===== src/rtl/jtag_tap_pkg.sv =====
`timescale 1ns/1ps
package jtag_tap_pkg;
  typedef enum logic [3:0] {
    ST_TLR, ST_RTI,
    ST_SEL_DR, ST_CAP_DR, ST_SH_DR, ST_EX1_DR, ST_PAU_DR, ST_EX2_DR, ST_UPD_DR,
    ST_SEL_IR, ST_CAP_IR, ST_SH_IR, ST_EX1_IR, ST_PAU_IR, ST_EX2_IR, ST_UPD_IR
  } tap_state_e;

  localparam int IR_W = 3;
  localparam logic [IR_W-1:0] OP_EXTEST = 3'b000;
  localparam logic [IR_W-1:0] OP_IDCODE = 3'b001;
  localparam logic [IR_W-1:0] OP_SAMPLE = 3'b010;
  localparam logic [IR_W-1:0] OP_CLAMP  = 3'b011;
  localparam logic [IR_W-1:0] OP_HIGHZ  = 3'b100;
  localparam logic [IR_W-1:0] OP_BYPASS = 3'b111;
  localparam logic [IR_W-1:0] IR_CAPTURE = 3'b001;

  typedef enum logic [1:0] {SEL_BYP, SEL_ID, SEL_BSR} dr_sel_e;

  typedef struct packed {
    dr_sel_e dr_sel;
    logic    pad_ext;
    logic    pad_hiz;
  } ir_dec_t;

  function automatic ir_dec_t decode_ir(logic [IR_W-1:0] op);
    ir_dec_t d;
    d = '{dr_sel: SEL_BYP, pad_ext: 1'b0, pad_hiz: 1'b0};
    case (op)
      OP_EXTEST: begin d.dr_sel = SEL_BSR; d.pad_ext = 1'b1; end
      OP_SAMPLE: d.dr_sel = SEL_BSR;
      OP_IDCODE: d.dr_sel = SEL_ID;
      OP_CLAMP:  d.pad_ext = 1'b1;
      OP_HIGHZ:  d.pad_hiz = 1'b1;
      default:   d.dr_sel = SEL_BYP;
    endcase
    return d;
  endfunction
endpackage


===== src/rtl/jtag_tap_fsm.sv =====
`timescale 1ns/1ps
module jtag_tap_fsm
  import jtag_tap_pkg::*;
(
  input  logic       tck_i,
  input  logic       rst_ni,
  input  logic       tms_i,
  output tap_state_e state_o
);
  tap_state_e state_q, state_d;

  always_comb begin
    state_d = state_q;
    unique case (state_q)
      ST_TLR:    state_d = tms_i ? ST_TLR    : ST_RTI;
      ST_RTI:    state_d = tms_i ? ST_SEL_DR : ST_RTI;
      ST_SEL_DR: state_d = tms_i ? ST_SEL_IR : ST_CAP_DR;
      ST_CAP_DR: state_d = tms_i ? ST_EX1_DR : ST_SH_DR;
      ST_SH_DR:  state_d = tms_i ? ST_EX1_DR : ST_SH_DR;
      ST_EX1_DR: state_d = tms_i ? ST_UPD_DR : ST_PAU_DR;
      ST_PAU_DR: state_d = tms_i ? ST_EX2_DR : ST_PAU_DR;
      ST_EX2_DR: state_d = tms_i ? ST_UPD_DR : ST_SH_DR;
      ST_UPD_DR: state_d = tms_i ? ST_SEL_DR : ST_RTI;
      ST_SEL_IR: state_d = tms_i ? ST_TLR    : ST_CAP_IR;
      ST_CAP_IR: state_d = tms_i ? ST_EX1_IR : ST_SH_IR;
      ST_SH_IR:  state_d = tms_i ? ST_EX1_IR : ST_SH_IR;
      ST_EX1_IR: state_d = tms_i ? ST_UPD_IR : ST_PAU_IR;
      ST_PAU_IR: state_d = tms_i ? ST_EX2_IR : ST_PAU_IR;
      ST_EX2_IR: state_d = tms_i ? ST_UPD_IR : ST_SH_IR;
      ST_UPD_IR: state_d = tms_i ? ST_SEL_DR : ST_RTI;
      default:   state_d = ST_TLR;
    endcase
  end

  always_ff @(posedge tck_i or negedge rst_ni)
    if (!rst_ni) state_q <= ST_TLR;
    else         state_q <= state_d;

  assign state_o = state_q;

  // run length of tms high, saturating at 5
  logic [2:0] tms_run_q;
  always_ff @(posedge tck_i or negedge rst_ni)
    if (!rst_ni)              tms_run_q <= 3'd0;
    else if (!tms_i)          tms_run_q <= 3'd0;
    else if (tms_run_q != 3'd5) tms_run_q <= tms_run_q + 3'd1;

  AST_FIVE_TMS_RESET: assert property (@(posedge tck_i) disable iff (!rst_ni)
    (tms_run_q == 3'd5) |-> (state_q == ST_TLR));
  AST_TLR_HOLD: assert property (@(posedge tck_i) disable iff (!rst_ni)
    (state_q == ST_TLR && tms_i) |=> (state_q == ST_TLR));
endmodule


===== src/rtl/jtag_ir.sv =====
`timescale 1ns/1ps
module jtag_ir
  import jtag_tap_pkg::*;
(
  input  logic            tck_i,
  input  logic            rst_ni,
  input  tap_state_e      state_i,
  input  logic            tdi_i,
  output logic [IR_W-1:0] ir_o,
  output logic            so_o
);
  logic [IR_W-1:0] sr_q, ir_q;

  always_ff @(posedge tck_i or negedge rst_ni)
    if (!rst_ni) sr_q <= IR_CAPTURE;
    else if (state_i == ST_CAP_IR) sr_q <= IR_CAPTURE;
    else if (state_i == ST_SH_IR)  sr_q <= {tdi_i, sr_q[IR_W-1:1]};

  always_ff @(posedge tck_i or negedge rst_ni)
    if (!rst_ni) ir_q <= OP_IDCODE;
    else if (state_i == ST_TLR)    ir_q <= OP_IDCODE;
    else if (state_i == ST_UPD_IR) ir_q <= sr_q;

  assign ir_o = ir_q;
  assign so_o = sr_q[0];

  AST_IR_STABLE: assert property (@(posedge tck_i) disable iff (!rst_ni)
    (state_i != ST_UPD_IR && state_i != ST_TLR) |=> $stable(ir_q));
  AST_IR_CAP_LSB: assert property (@(posedge tck_i) disable iff (!rst_ni)
    (state_i == ST_CAP_IR) |=> (sr_q[1:0] == 2'b01));
endmodule


===== src/rtl/jtag_bsr.sv =====
`timescale 1ns/1ps
module jtag_bsr #(
  parameter int NUM_IN  = 8,
  parameter int NUM_OUT = 8,
  localparam int BSR_W  = NUM_IN + 2*NUM_OUT
) (
  input  logic               tck_i,
  input  logic               rst_ni,
  input  logic               cap_en_i,
  input  logic               sh_en_i,
  input  logic               upd_en_i,
  input  logic               tdi_i,
  input  logic               pad_ext_i,
  input  logic               pad_hiz_i,
  input  logic [NUM_IN-1:0]  pin_in_i,
  input  logic [NUM_OUT-1:0] core_out_i,
  input  logic [NUM_OUT-1:0] core_oe_i,
  output logic               so_o,
  output logic [NUM_OUT-1:0] pad_out_o,
  output logic [NUM_OUT-1:0] pad_oe_o
);
  logic [BSR_W-1:0] sr_q, cap_vec;
  logic [NUM_OUT-1:0] lat_out_q, lat_oe_q;

  assign cap_vec = {core_oe_i, core_out_i, pin_in_i};

  always_ff @(posedge tck_i or negedge rst_ni)
    if (!rst_ni)       sr_q <= '0;
    else if (cap_en_i) sr_q <= cap_vec;
    else if (sh_en_i)  sr_q <= {tdi_i, sr_q[BSR_W-1:1]};

  // update latches and pad muxes, one slice per output pin
  for (genvar g = 0; g < NUM_OUT; g++) begin : g_out_cell
    always_ff @(posedge tck_i or negedge rst_ni)
      if (!rst_ni) begin
        lat_out_q[g] <= 1'b0;
        lat_oe_q[g]  <= 1'b0;
      end else if (upd_en_i) begin
        lat_out_q[g] <= sr_q[NUM_IN + g];
        lat_oe_q[g]  <= sr_q[NUM_IN + NUM_OUT + g];
      end
    assign pad_out_o[g] = pad_ext_i ? lat_out_q[g] : core_out_i[g];
    assign pad_oe_o[g]  = pad_hiz_i ? 1'b0 : (pad_ext_i ? lat_oe_q[g] : core_oe_i[g]);
  end

  assign so_o = sr_q[0];

  AST_LATCH_HOLD: assert property (@(posedge tck_i) disable iff (!rst_ni)
    !upd_en_i |=> ($stable(lat_out_q) && $stable(lat_oe_q)));
  AST_SHIFT_ADV: assert property (@(posedge tck_i) disable iff (!rst_ni)
    (sh_en_i && !cap_en_i) |=> (sr_q[BSR_W-1] == $past(tdi_i)));
endmodule


===== src/rtl/jtag_tap_ctrl.sv =====
`timescale 1ns/1ps
module jtag_tap_ctrl
  import jtag_tap_pkg::*;
#(
  parameter int          NUM_IN   = 8,
  parameter int          NUM_OUT  = 8,
  parameter logic [15:0] PART_NUM = 16'h5A3C,
  parameter logic [3:0]  VERSION  = 4'h2,
  parameter logic [10:0] MFR_CODE = 11'b00010100001
) (
  input  logic               tck_i,
  input  logic               rst_ni,
  input  logic               tms_i,
  input  logic               tdi_i,
  output logic               tdo_o,
  output logic               tdo_oe_o,
  input  logic [NUM_IN-1:0]  pin_in_i,
  input  logic [NUM_OUT-1:0] core_out_i,
  input  logic [NUM_OUT-1:0] core_oe_i,
  output logic [NUM_OUT-1:0] pad_out_o,
  output logic [NUM_OUT-1:0] pad_oe_o
);
  localparam logic [31:0] ID_WORD = {VERSION, PART_NUM, MFR_CODE, 1'b1};

  tap_state_e      state;
  logic [IR_W-1:0] ir;
  logic            ir_so, bsr_so, dr_so;
  ir_dec_t         dec;
  logic            cap_dr, sh_dr, upd_dr;
  logic            byp_q;
  logic [31:0]     id_q;
  logic            tdo_q, tdo_oe_q;

  jtag_tap_fsm u_fsm (
    .tck_i, .rst_ni, .tms_i, .state_o(state)
  );

  jtag_ir u_ir (
    .tck_i, .rst_ni, .state_i(state), .tdi_i, .ir_o(ir), .so_o(ir_so)
  );

  assign dec    = decode_ir(ir);
  assign cap_dr = (state == ST_CAP_DR);
  assign sh_dr  = (state == ST_SH_DR);
  assign upd_dr = (state == ST_UPD_DR);

  jtag_bsr #(.NUM_IN(NUM_IN), .NUM_OUT(NUM_OUT)) u_bsr (
    .tck_i, .rst_ni,
    .cap_en_i (cap_dr && dec.dr_sel == SEL_BSR),
    .sh_en_i  (sh_dr  && dec.dr_sel == SEL_BSR),
    .upd_en_i (upd_dr && dec.dr_sel == SEL_BSR),
    .tdi_i,
    .pad_ext_i(dec.pad_ext),
    .pad_hiz_i(dec.pad_hiz),
    .pin_in_i, .core_out_i, .core_oe_i,
    .so_o     (bsr_so),
    .pad_out_o, .pad_oe_o
  );

  always_ff @(posedge tck_i or negedge rst_ni)
    if (!rst_ni) byp_q <= 1'b0;
    else if (dec.dr_sel == SEL_BYP) begin
      if (cap_dr)     byp_q <= 1'b0;
      else if (sh_dr) byp_q <= tdi_i;
    end

  always_ff @(posedge tck_i or negedge rst_ni)
    if (!rst_ni) id_q <= ID_WORD;
    else if (dec.dr_sel == SEL_ID) begin
      if (cap_dr)     id_q <= ID_WORD;
      else if (sh_dr) id_q <= {tdi_i, id_q[31:1]};
    end

  always_comb
    unique case (dec.dr_sel)
      SEL_ID:  dr_so = id_q[0];
      SEL_BSR: dr_so = bsr_so;
      default: dr_so = byp_q;
    endcase

  // serial output launched on the falling edge
  always_ff @(negedge tck_i or negedge rst_ni)
    if (!rst_ni) begin
      tdo_q    <= 1'b0;
      tdo_oe_q <= 1'b0;
    end else begin
      tdo_oe_q <= (state == ST_SH_IR) || sh_dr;
      if (state == ST_SH_IR) tdo_q <= ir_so;
      else if (sh_dr)        tdo_q <= dr_so;
    end

  assign tdo_o    = tdo_q;
  assign tdo_oe_o = tdo_oe_q;

  AST_BYP_CAPTURE_ZERO: assert property (@(posedge tck_i) disable iff (!rst_ni)
    (cap_dr && dec.dr_sel == SEL_BYP) |=> (byp_q == 1'b0));
  AST_ID_LSB_ONE: assert property (@(posedge tck_i) disable iff (!rst_ni)
    (cap_dr && dec.dr_sel == SEL_ID) |=> (id_q[0] == 1'b1));
  AST_HIGHZ_NO_DRIVE: assert property (@(posedge tck_i) disable iff (!rst_ni)
    (ir == OP_HIGHZ) |-> (pad_oe_o == '0));
  AST_TDO_EN_SHIFT: assert property (@(posedge tck_i) disable iff (!rst_ni)
    (state != ST_SH_IR && state != ST_SH_DR && $past(state) != ST_SH_IR
     && $past(state) != ST_SH_DR) |-> !tdo_oe_o);
endmodule


===== config.mk =====
export PLATFORM = sky130hd
export DESIGN_NAME = jtag_tap_ctrl
export DESIGN_NICKNAME = d
export VERILOG_FILES = /design/src/rtl/jtag_tap_pkg.sv /design/src/rtl/jtag_tap_fsm.sv /design/src/rtl/jtag_ir.sv /design/src/rtl/jtag_bsr.sv /design/src/rtl/jtag_tap_ctrl.sv
export SDC_FILE = /design/constraint.sdc
export NUM_CORES = 1
export LEC_CHECK = 0
export ABC_AREA = 1
export BUFFER_PORTS_ARGS = -buffer_cell sky130_fd_sc_hd__buf_2
export CORE_MARGIN = 1.5
export CORE_UTILIZATION = 45
export CTS_CLUSTER_DIAMETER = 200
export DETAILED_ROUTE_END_ITERATION = 6
export PLACE_DENSITY = 0.73
export SYNTH_ARGS = -nofsm -noshare
export SYNTH_HDL_FRONTEND = slang
export SYNTH_SLANG_ARGS = --single-unit

===== constraint.sdc =====
create_clock -name tck_i -period 2.9 [get_ports tck_i]
set_input_delay 0.29 -clock tck_i [delete_from_list [all_inputs] [get_ports tck_i]]
set_output_delay 0.29 -clock tck_i [all_outputs]
set_load 0.005 [all_outputs]

==> impl_metrics.json <==
{
  "outcome": "finished, violations left",
  "violations": "DRC",
  "vias": 3471,
  "port_buffers": 45,
  "cts.htree.levels": 3,
  "ys_warn_count": 0,
  "insertion_delay_ns": 0.35,
  "critPathKind": "register to register",
  "die_h_um": 98.59,
  "yosys-top-cells-count": "207 x nand2_1, 68 x dfrtp_1, 59 x inv_1",
  "stdcell_count": 699,
  "clock-root-buffer": "clkbuf_8",
  "ios": 46,
  "place_area_um2": 4394,
  "synth_edf_count": 0,
  "core_area_um2": 8806,
  "tns_ns": 0,
  "cp-start-kind": "register",
  "min_to": "u_fsm.state_o[2]",
  "grt_max_degree": 65,
  "maxCapViolCount": 0,
  "ys_dominant_reg_cell": "dfrtp_1",
  "async_reset_ff_share_pct": 100.0,
  "clock-sinks": 85,
  "track_usage_pct": 18.88,
  "grt_pass1_wl_mm": 14.77,
  "crit_arrival_ns": 1.45,
  "rows": 34,
  "powerDensity_nw_per_um2": 975.7,
  "worstMarginPinSlew_ns": 0.7415,
  "finalCoreUtilization_pct": 52.44,
  "layout-drive-gt1-share_pct": 15.57,
  "first_global_vias": 3251,
  "gp_congestion": 0.8325,
  "post-cts-setup-buffers": 0,
  "fin_skew_ns": 0.01469,
  "r2r_start": "u_fsm.state_o[0]",
  "antenna_found_initial": 0,
  "clkTransAtPathRegs_ns": 0.08,
  "die-area_um2": 9719,
  "hold_viol": 0,
  "maxSlewHeadroom_pct": 50.56,
  "final_nets": 615,
  "syn_area_per_cell_um2": 7.503,
  "die_width_um": 98.59,
  "wirelength_mm": 8.517,
  "drt-pass1-iter-count": 7,
  "synth_area_leader_cell": "dfrtp_1",
  "whs_ns": 0.1928,
  "ff2ff_setup_slack_ns": 0.19,
  "wl_per_cell_um": 12.18,
  "power.leakage_nw": 2.447,
  "setup_violations": 0,
  "holdCritStartpoint": "tms_i",
  "initial_core_util_pct": 46.69,
  "synth.cell_area_um2": 4111,
  "syn-num-nets": 576,
  "antenna_left": 0,
  "overflow": 0,
  "min_path_type": "input pin to register",
  "syn_to_final_growth_pct": 12.33,
  "remaining_drc_errors": 2,
  "worstPathRequired_ns": 1.64,
  "cts_inserted_buffers": 9,
  "dp_hpwl_mm": 5.512,
  "cts_tree": "built",
  "clockBufferDepth": 2,
  "synth.top_cell.area_share_pct": 41.39,
  "vdd_drop_max_v": 0.0003591,
  "synth_most_common_cell": "nand2_1",
  "rsz0062_at_grt": "no",
  "maxSlewViolCount": 0,
  "r2r-end": "tdo_o",
  "final_area_um2": 4618,
  "dpl.cell_count": 683,
  "ys_seq_area_share_pct": 52.19,
  "ys_ff_latch": 85,
  "worstHoldPathCells": 3,
  "n_antenna_cell": 0,
  "end_kind": "register",
  "ff2ff_path_depth": 6,
  "path_max_fanout": 8,
  "synthCells": 548,
  "drtIter0Drc": 217,
  "via_per_inst": 4.966,
  "netlist_top_cells_area": "dfrtp_1 41%, nand2_1 19%, dfstp_2 9.6%",
  "synth.distinct_cells": 26
}
state kept, by name (all words and copies together) (netlist names), 3 cells and up:
register and flops:
id_q 32, u_bsr.sr_q 24, u_bsr.lat_oe_q 8, u_bsr.lat_out_q 8, u_fsm.state_o 4, u_ir.ir_o 3
u_ir.sr_q 3
kinds of logic after synthesis:
group,after synthesis,synth area share (%)
AND/OR/NAND/NOR,296,29.00
buffers and inverters,88,8.795
flip-flops,85,52.19
AO/OA/AOI/OAI,79,10.01
layout make-up:
type	instances	area [µm²]
fillers	840	4188
multi-input cells	375	1604
clock buffers	11	141.4
well taps	108	135.1
flip-flops and latches	85	2146
clock inverters	4	72.57
repair buffers	51	275.3
inverters	65	244.0
cell usage in the layout (no fill, tap or decap), drive strengths merged:
cell,count
o22ai,4
nor3,1
a21oi,3
clkinv,2
o21ai,68
a211oi,1
a21o,1
dlygate4sd3,1
buf,50
dfstp,15
nor2,42
nand3,40
o211ai,1
bufinv,2
clkbuf,11
nand2,212
clkinvlp,1
dfrtp,68
a2bb2oi,1
dfrtn,2
inv,64
nand4,1
stage by stage:
step / power (mW) / setup slack, ns
3_5_place_dp: 3.610 / 0.2155
2_1_floorplan: 3.247 / 0.2864
3_3_place_gp: 3.554 / 0.2525
6_report: 4.506 / 0.1878
5_1_grt: 4.898 / 0.05358
4_1_cts: 4.548 / 0.1791
repair_timing:
action | in CTS | in global routing
gates resized for setup | 0 | 0
hold buffers | 1 | 0
hold endpoints to repair | 18 | 0
setup endpoints to repair | 0 | 0
how the worst max path moves through the flow:
| stage | start | end | slack (ns) |
|---|---|---|---|
| floorplan | u_fsm.state_o[0] | tdo_o | 0.29 |
| global placement | u_fsm.state_o[0] | tdo_o | 0.25 |
| detailed placement | u_fsm.state_o[0] | tdo_o | 0.22 |
| CTS | u_fsm.state_o[0] | tdo_o | 0.18 |
| global route | u_fsm.state_o[0] | tdo_o | 0.05 |
| finish | u_fsm.state_o[0] | tdo_o | 0.19 |
power by group:
| group | switching [mW] | internal [mW] |
|---|---|---|
| sequential | 0.286 | 1.73 |
| combinational | 1.01 | 0.563 |
| clock | 0.413 | 0.503 |
per-layer routing:
layer	up-vias	part of all wire, %	global-route usage, %
met1	1611	48	25.00
li1	1788	-	-
met2	68	47	31.04
met4	0	0.94	5.604
met5	-	0	0
met3	4	3.6	4.539
critical path, stage by stage, from the launching register on:
cell and delay (ns):
dfrtp_1 0.47, nor2_1 0.26, nand2_1 0.15, nand3_1 0.11, nand2_1 0.05, inv_1 0.04, nand2_1 0.04
No activity file was read; power rests on OpenSTA's default activity.
